### src/rtl/fc_pkg.sv
package fc_pkg;
  // Address width for an entry count, never less than one bit.
  function automatic int addr_w(input int n);
    return (n <= 2) ? 1 : $clog2(n);
  endfunction
endpackage

### src/rtl/fc_prio_enc.sv
module fc_prio_enc #(
  parameter int N  = 16,
  parameter int AW = fc_pkg::addr_w(N)
) (
  input  logic [N-1:0]  vec,
  output logic [AW-1:0] addr,
  output logic          any
);
  logic [N:0]   seen;
  logic [N-1:0] hit;

  assign seen[0] = 1'b0;

  // Thermometer of "a lower bit was already set"; the first set bit wins.
  for (genvar gi = 0; gi < N; gi++) begin : g_bit
    assign seen[gi+1] = seen[gi] | vec[gi];
    assign hit[gi]    = vec[gi] & ~seen[gi];
  end

  always_comb begin
    addr = '0;
    for (int i = 0; i < N; i++) begin
      if (hit[i]) addr = addr | AW'(i);
    end
  end

  assign any = seen[N];
endmodule

### src/rtl/fc_state_reg.sv
module fc_state_reg #(
  parameter int AW = 4
) (
  input  logic          clk,
  input  logic          rst,
  input  logic [AW-1:0] addr_d,
  input  logic          any_d,
  output logic [AW-1:0] addr_q,
  output logic          any_q
);
  // Reset value stands for "every entry empty": lowest free index is 0.
  always_ff @(posedge clk) begin
    if (rst) begin
      addr_q <= '0;
      any_q  <= 1'b1;
    end else begin
      addr_q <= addr_d;
      any_q  <= any_d;
    end
  end
endmodule

### src/rtl/fc_chain_out.sv
module fc_chain_out (
  input  logic flag_en,
  input  logic full_in_n,
  input  logic has_space,
  output logic full_out_n,
  output logic owns_free
);
  always_comb begin
    if (flag_en) begin
      full_out_n = full_in_n | has_space;
      owns_free  = ~full_in_n & has_space;
    end else begin
      full_out_n = full_in_n;
      owns_free  = 1'b0;
    end
  end
endmodule

### src/rtl/fc_full_chain.sv
module fc_full_chain #(
  parameter int ENTRIES = 16,
  localparam int AW     = fc_pkg::addr_w(ENTRIES)
) (
  input  logic               clk,
  input  logic               rst,
  input  logic [ENTRIES-1:0] empty_i,
  input  logic               full_in_n,
  input  logic               flag_en,
  output logic               full_out_n,
  output logic [AW-1:0]      free_addr,
  output logic               owns_free
);
  logic [AW-1:0] enc_addr;
  logic          enc_any;
  logic          space_q;

  fc_prio_enc #(.N(ENTRIES), .AW(AW)) u_enc (
    .vec  (empty_i),
    .addr (enc_addr),
    .any  (enc_any)
  );

  fc_state_reg #(.AW(AW)) u_state (
    .clk    (clk),
    .rst    (rst),
    .addr_d (enc_addr),
    .any_d  (enc_any),
    .addr_q (free_addr),
    .any_q  (space_q)
  );

  fc_chain_out u_out (
    .flag_en    (flag_en),
    .full_in_n  (full_in_n),
    .has_space  (space_q),
    .full_out_n (full_out_n),
    .owns_free  (owns_free)
  );
endmodule

### config.mk
export PLATFORM = sky130hd
export DESIGN_NAME = fc_full_chain
export DESIGN_NICKNAME = d
export VERILOG_FILES = /design/src/rtl/fc_pkg.sv /design/src/rtl/fc_prio_enc.sv /design/src/rtl/fc_state_reg.sv /design/src/rtl/fc_chain_out.sv /design/src/rtl/fc_full_chain.sv
export SDC_FILE = /design/constraint.sdc
export NUM_CORES = 1
export LEC_CHECK = 0
export BUFFER_PORTS_ARGS = -buffer_cell sky130_fd_sc_hd__buf_2
export CAP_MARGIN = 15
export CORE_AREA = 5 5 42 44
export CTS_BUF_LIST = sky130_fd_sc_hd__clkbuf_2 sky130_fd_sc_hd__clkbuf_4 sky130_fd_sc_hd__clkbuf_8
export DETAILED_ROUTE_END_ITERATION = 7
export DIE_AREA = 0 0 47 49
export PLACE_DENSITY = 0.58
export SKIP_CTS_REPAIR_TIMING = 1
export SYNTH_ARGS = -nofsm -noshare
export SYNTH_HDL_FRONTEND = slang
export SYNTH_HIERARCHICAL = 1
export SYNTH_SLANG_ARGS = --single-unit
### constraint.sdc
create_clock -name clk -period 1.4 [get_ports clk]
set_input_delay 0.14 -clock clk [delete_from_list [all_inputs] [get_ports clk]]
set_output_delay 0.14 -clock clk [all_outputs]
set_load 0.01 [all_outputs]
==> impl_metrics.yaml, run 1 <==
clock_tree:
  clkTransAtPathRegs_ns: 0.04
  clock_path_buffers: 2
  cts_buffers: 3
  clock_sinks: 5
  cts_tree: "built"
  cts-root-buf: "clkbuf_4"
  htree_levels: 1
pwr:
  net-switching-power_uw: 107.9
  p_per_area_nw_per_um2: 761.7
  switching_share_pct: 25.39
  power_uw: 425.0
  power_leakage_nw: 0.2670
  cell_internal_pwr_uw: 317.1
  clkPwrFrac_pct: 43.5
  pwr-share-seq_pct: 34.5
  peakVddDrop_uv: 205.5
  comb_power_share_pct: 21.9
critical_path:
  cp.required_ns: 1.26
  critPathCaptureType: "output port"
  crit_fanout: 2
  startpoint_type: "flip-flop"
  critical_path_class: "reg2out"
  cp.arrival_ns: 0.85
global_route:
  use_met3_pct: 2.214
  grt_usage_pct: 8.451
  use_met1_pct: 10.55
  top_usage_layer: "met2"
  use_met2_pct: 11.54
  antenna_found_initial: 0
  grt_max_degree: 6
  gr-total-overflow: 0
  grt_pass1_wl_mm: 1.414
  grt_pass1_vias: 384
synth:
  netlist_area_sq_um: 382.9
  synth_fp_nets: 65
  yosysTopAreaCellShare_pct: 26.14
  synth_cell_type_count: 22
  ys_ff_latch: 5
  synthTopCellsByArea: "dfxtp_1 26%, nor4_4 17%, and2b_2 9.2%"
  synth_area_leader_cell: "dfxtp_1"
  syn_area_per_cell_sq_um: 8.508
  seq_area_frac_synth_pct: 26.14
  synth_warnings: 6
  synthCells: 45
routing:
  drt-total-wl_microns: 875
  firstDrtPassIters: 2
  vias: 415
  routed_via_density: 4.611
  first_iter_violations: 2
  wire_per_inst_microns: 9.722
  drc: 0
  ant_nets: 0
cells_and_area:
  nets: 95
  syn_to_final_growth_pct: 45.75
  drive_above_1_share_pct: 52.70
  final_core_utilization_pct: 39.82
  insertedDiodeCount: 0
floorplan:
  core_area_sq_um: 1401
  dieWidth_microns: 47
  start_util_pct: 27.32
  ios: 26
  die_h_microns: 49
  die_area_sq_um: 2303
  row_count: 14
sta:
  setup_violations: 0
  min_period_ns: 0.9863
  slew_headroom_pct: 82.14
  min_period_over_period_pct: 70.45
  fmax_mhz: 1014
  whs_ns: 0.1270
  tns_ns: 0
  maxSlewViolCount: 0
  hold_viol: 0
  tightest_slew_ns: 0.2659
  grt_setup_unrepaired: "no"
hold_path:
  min_path_type: "in2reg"
placed_design:
  gp_congestion: 0.7837
  place_hpwl_microns: 799.5
  portBuffers: 25
run_status:
  status: "completed"
job:
  cap_violations: 0
layer usage:
layer | share of wire (%) | up-vias
met5 | 0 | -
met3 | 11 | 3
li1 | - | 218
met4 | 3.3 | 0
met2 | 48 | 20
met1 | 38 | 174
power by group through the flow:
stage / clock network (mW) / logic (mW) / registers [mW]
2_1_floorplan: 0 / 0.0344 / 0.151
6_report: 0.185 / 0.0933 / 0.147
3_5_place_dp: 0 / 0.0947 / 0.149
4_1_cts: 0.194 / 0.0950 / 0.147
5_1_grt: 0.211 / 0.104 / 0.146
3_3_place_gp: 0 / 0.0934 / 0.149
state kept, by name, summed over array words and instances, names as in the netlist:
signal,count
u_state/addr_q,4
u_state/any_q,1
layout make-up:
class | instances | area [sq um]
repair buffers | 25 | 125.1
clock buffers | 4 | 30.03
inverters | 2 | 7.507
well taps | 16 | 20.02
fillers | 158 | 843.3
multi-input cells | 38 | 275.3
flip-flops and latches | 5 | 100.1
critical path: stages, from the launching register on:
cell     delay (ns)
dfxtp_1        0.30
a21o_2         0.18
buf_2          0.13
per-stage QoR:
step	instance area (sq um)	instances	setup slack (ns)
finish	558.0	90	0.4137
global route	558.0	90	0.3184
CTS	558.0	90	0.3938
detailed placement	528.0	86	0.1412
global placement	528.0	86	0.1383
floorplan	382.9	45	0.4072
cells in the mapped netlist:
library cell / instances
nand2_2: 1
nor4_1: 1
inv_1: 2
dfxtp_1: 5
a21o_2: 1
nor2b_1: 1
a21oi_1: 2
or2_1: 1
nor4_4: 3
o2bb2ai_1: 1
o21ai_0: 2
o41ai_2: 1
and2b_2: 4
nand2_1: 4
a221oi_1: 1
nor3_1: 2
and3_1: 1
nand3_1: 1
and3b_1: 1
nor2_1: 8
o31ai_1: 1
nand2b_1: 1
kinds of logic (layout without fill, tap and decap cells):
group,after synthesis,count (layout),synth area share [%]
AOI/OAI and AO/OA,9,9,18.30
buffers and inverters,2,31,1.962
DFF,5,5,26.14
and+or+nand+nor,29,29,53.60
path summary, 6_finish.rpt:
check / from / cells past startpoint / end / slack, ns
hold / removal: rst / 2 / u_state/any_q / 0.13
setup / recovery: u_state/any_q / 2 / full_out_n / 0.41
layout by cell type (no fill, tap or decap):
cell,count
buf_2,25
nor2_1,8
dfxtp_1,5
clkbuf_4,4
nand2_1,4
and2b_2,4
nor4_4,3
a21oi_1,2
nor3_1,2
o21ai_0,2
inv_1,2
nand2_2,1
o31ai_1,1
o41ai_2,1
nor4_1,1
nor2b_1,1
a221oi_1,1
nand2b_1,1
o2bb2ai_1,1
and3_1,1
nand3_1,1
a21o_2,1
and3b_1,1
or2_1,1
(Power assumes the default switching activity.)
==> inputs of run 2 (changes only) <==
--- a/config.mk
+++ b/config.mk
@@ -5,13 +5,14 @@
 export SDC_FILE = /design/constraint.sdc
 export NUM_CORES = 1
 export LEC_CHECK = 0
+export ABC_AREA = 1
 export BUFFER_PORTS_ARGS = -buffer_cell sky130_fd_sc_hd__buf_2
 export CAP_MARGIN = 15
 export CORE_AREA = 5 5 42 44
 export CTS_BUF_LIST = sky130_fd_sc_hd__clkbuf_2 sky130_fd_sc_hd__clkbuf_4 sky130_fd_sc_hd__clkbuf_8
 export DETAILED_ROUTE_END_ITERATION = 7
 export DIE_AREA = 0 0 47 49
-export PLACE_DENSITY = 0.58
+export PLACE_DENSITY = 0.66
 export SKIP_CTS_REPAIR_TIMING = 1
 export SYNTH_ARGS = -nofsm -noshare
 export SYNTH_HDL_FRONTEND = slang
==> constraint.sdc (replaced) <==
create_clock -name clk -period 0.83 [get_ports clk]
set_input_delay 0.083 -clock clk [delete_from_list [all_inputs] [get_ports clk]]
set_output_delay 0.083 -clock clk [all_outputs]
set_load 0.01 [all_outputs]
==> impl_metrics.yaml, run 2 <==
synth:
  syn_area_per_cell_sq_um: 5.515
  synth_edf_count: 0
  ys_ff_latch: 5
  yosysTopAreaCellShare_pct: 22.41
  synthTopCellsByArea: "dfxtp_1 22%, inv_1 18%, nand2_1 14%"
  synth_warnings: 6
  synth_area_leader_cell: "dfxtp_1"
  synthCells: 81
  seq_area_frac_synth_pct: 22.41
  synth_common_cells: "21 x inv_1, 17 x nand2_1, 15 x nor2_1, 10 x nand3_1, 5 x dfxtp_1"
  synth_fp_nets: 101
  synthFlopType: "dfxtp_1"
  synth_most_common_cell: "inv_1"
  synth_cell_type_count: 13
  netlist_area_sq_um: 446.7
  async_reset_ff_share_pct: 0
critical_path:
  critical_path_class: "in2reg"
  startpoint_type: "input port"
  critPathCaptureType: "flip-flop"
  cp.required_ns: 1.00
  startpoint: "empty_i[2]"
  cp.arrival_ns: 1.08
  crit_fanout: 6
  crit_end: "u_state/addr_q[2]"
sta:
  fin_ws_ns: -0.07472
  hold_viol: 0
  slew_headroom_pct: 86.79
  setup_violations: 7
  tns_ns: -0.4092
  min_period_ns: 0.9047
  maxSlewViolCount: 0
  fmax_mhz: 1105
  tightest_slew_ns: 0.1976
  min_period_over_period_pct: 109.0
  grt_setup_unrepaired: "yes"
clock_tree:
  clock_path_buffers: 2
  cts_tree: "built"
  cts-root-buf: "clkbuf_4"
  cts_buffers: 3
  clkTransAtPathRegs_ns: 0.04
  clock_sinks: 5
  htree_levels: 1
routing:
  vias: 573
  routed_via_density: 4.182
  wire_per_inst_microns: 8.226
  drc: 0
  ant_nets: 0
  firstDrtPassIters: 4
  drt-total-wl_mm: 1.127
  first_iter_violations: 4
cells_and_area:
  syn_to_final_growth_pct: 77.31
  insertedDiodeCount: 0
  nets: 142
  largest_reg_flops: 4
  drive_above_1_share_pct: 48.76
  top_regs: "u_state/addr_q (4), u_state/any_q (1)"
  fillers: 154
  final_cell_mix: "21 x buf_2, 20 x inv_1, 15 x nand2_1"
  final_common_cell: "buf_2"
  largest-register: "u_state/addr_q"
global_route:
  grt_pass1_wl_mm: 1.649
  antenna_found_initial: 0
  gr-total-overflow: 0
  grt_max_degree: 8
  grt_pass1_vias: 477
  grt_usage_pct: 9.557
floorplan:
  core_area_sq_um: 1401
  start_util_pct: 31.87
  die_area_sq_um: 2303
  row_count: 14
  die_h_microns: 49
  ios: 26
  dieWidth_microns: 47
pwr:
  pwr-share-seq_pct: 32.0
  switching_share_pct: 25.92
  p_per_area_nw_per_um2: 977.3
  power_uw: 774.0
  comb_power_share_pct: 27.8
  clkPwrFrac_pct: 40.1
  power_leakage_nw: 0.4688
  peakVddDrop_uv: 326.4
  cell_internal_pwr_uw: 573.4
  net-switching-power_uw: 200.6
placed_design:
  pre_cts_ws_ns: -0.3296
  place_hpwl_microns: 961
  gp_congestion: 0.7459
  portBuffers: 25
job:
  cap_violations: 0
run_status:
  status: "complete, but fails checks"
  violations: "negative setup slack"
hold_path:
  min_path_type: "in2reg"
==> run 2: worst max-delay path, stage by stage <==
cell	delay (ns)
buf_6	0.10
nor2_4	0.11
nand2_2	0.08
nor2_4	0.20
nand3_4	0.12
nor2_4	0.13
nand2_4	0.08
nand3_2	0.05
inv_1	0.03
nor2_1	0.08
==> run 2: worst min-delay path by stage <==
stage / start / to / slack (ns) / cells past startpoint
after global placement: rst / u_state/addr_q[3] / 0.31 / 2
final: rst / u_state/addr_q[3] / 0.07 / 2
after global routing: rst / u_state/addr_q[3] / 0.09 / 2
after detailed placement: rst / u_state/addr_q[3] / 0.32 / 2
after floorplan: rst / u_state/addr_q[3] / 0.15 / 1
after CTS: rst / u_state/addr_q[3] / 0.06 / 2
==> run 2: metal layers <==
metal | vias up | part of all wire [%] | track usage, %
li1 | 316 | - | -
met1 | 237 | 36 | 9.170
met2 | 20 | 54 | 16.74
met3 | 0 | 10 | 1.845
met4 | 0 | 0 | 6.912
met5 | - | 0 | 0
==> run 2: stage by stage <==
stage | util [%] | cells | instance area (sq um) | hold WS, ns
after floorplan | - | 81 | 481.7 | 0.1542
after global placement | 49.02 | 130 | 686.9 | 0.3147
after detailed placement | 49.02 | 130 | 686.9 | 0.3201
after CTS | 51.16 | 134 | 716.9 | 0.06119
after global routing | 56.52 | 137 | 792.0 | 0.08738
final | 56.52 | 137 | 792.0 | 0.06747
==> run 2: logic make-up after synthesis <==
group	after synthesis	synth area share (%)
buf+inv	22	18.49
simple gates	51	55.18
flops	5	22.41
compound gates	3	3.922
==> run 2: cell type report <==
class	count	area, sq um	area share [%]
multi-input combinational	54	319.1	40.28
timing repair buffer	36	240.2	30.33
sequential	5	100.1	12.64
inverter	22	82.58	10.43
clock buffer	4	30.03	3.791
tap	16	20.02	2.528
==> run 2: power by group through the flow <==
| stage | sequential (mW) | clock [mW] | combinational, mW |
|---|---|---|---|
| finish | 0.248 | 0.311 | 0.215 |
| global route | 0.248 | 0.332 | 0.241 |
| CTS | 0.248 | 0.325 | 0.194 |
| detailed placement | 0.252 | 0 | 0.194 |
| global placement | 0.252 | 0 | 0.190 |
| floorplan | 0.255 | 0 | 0.0772 |
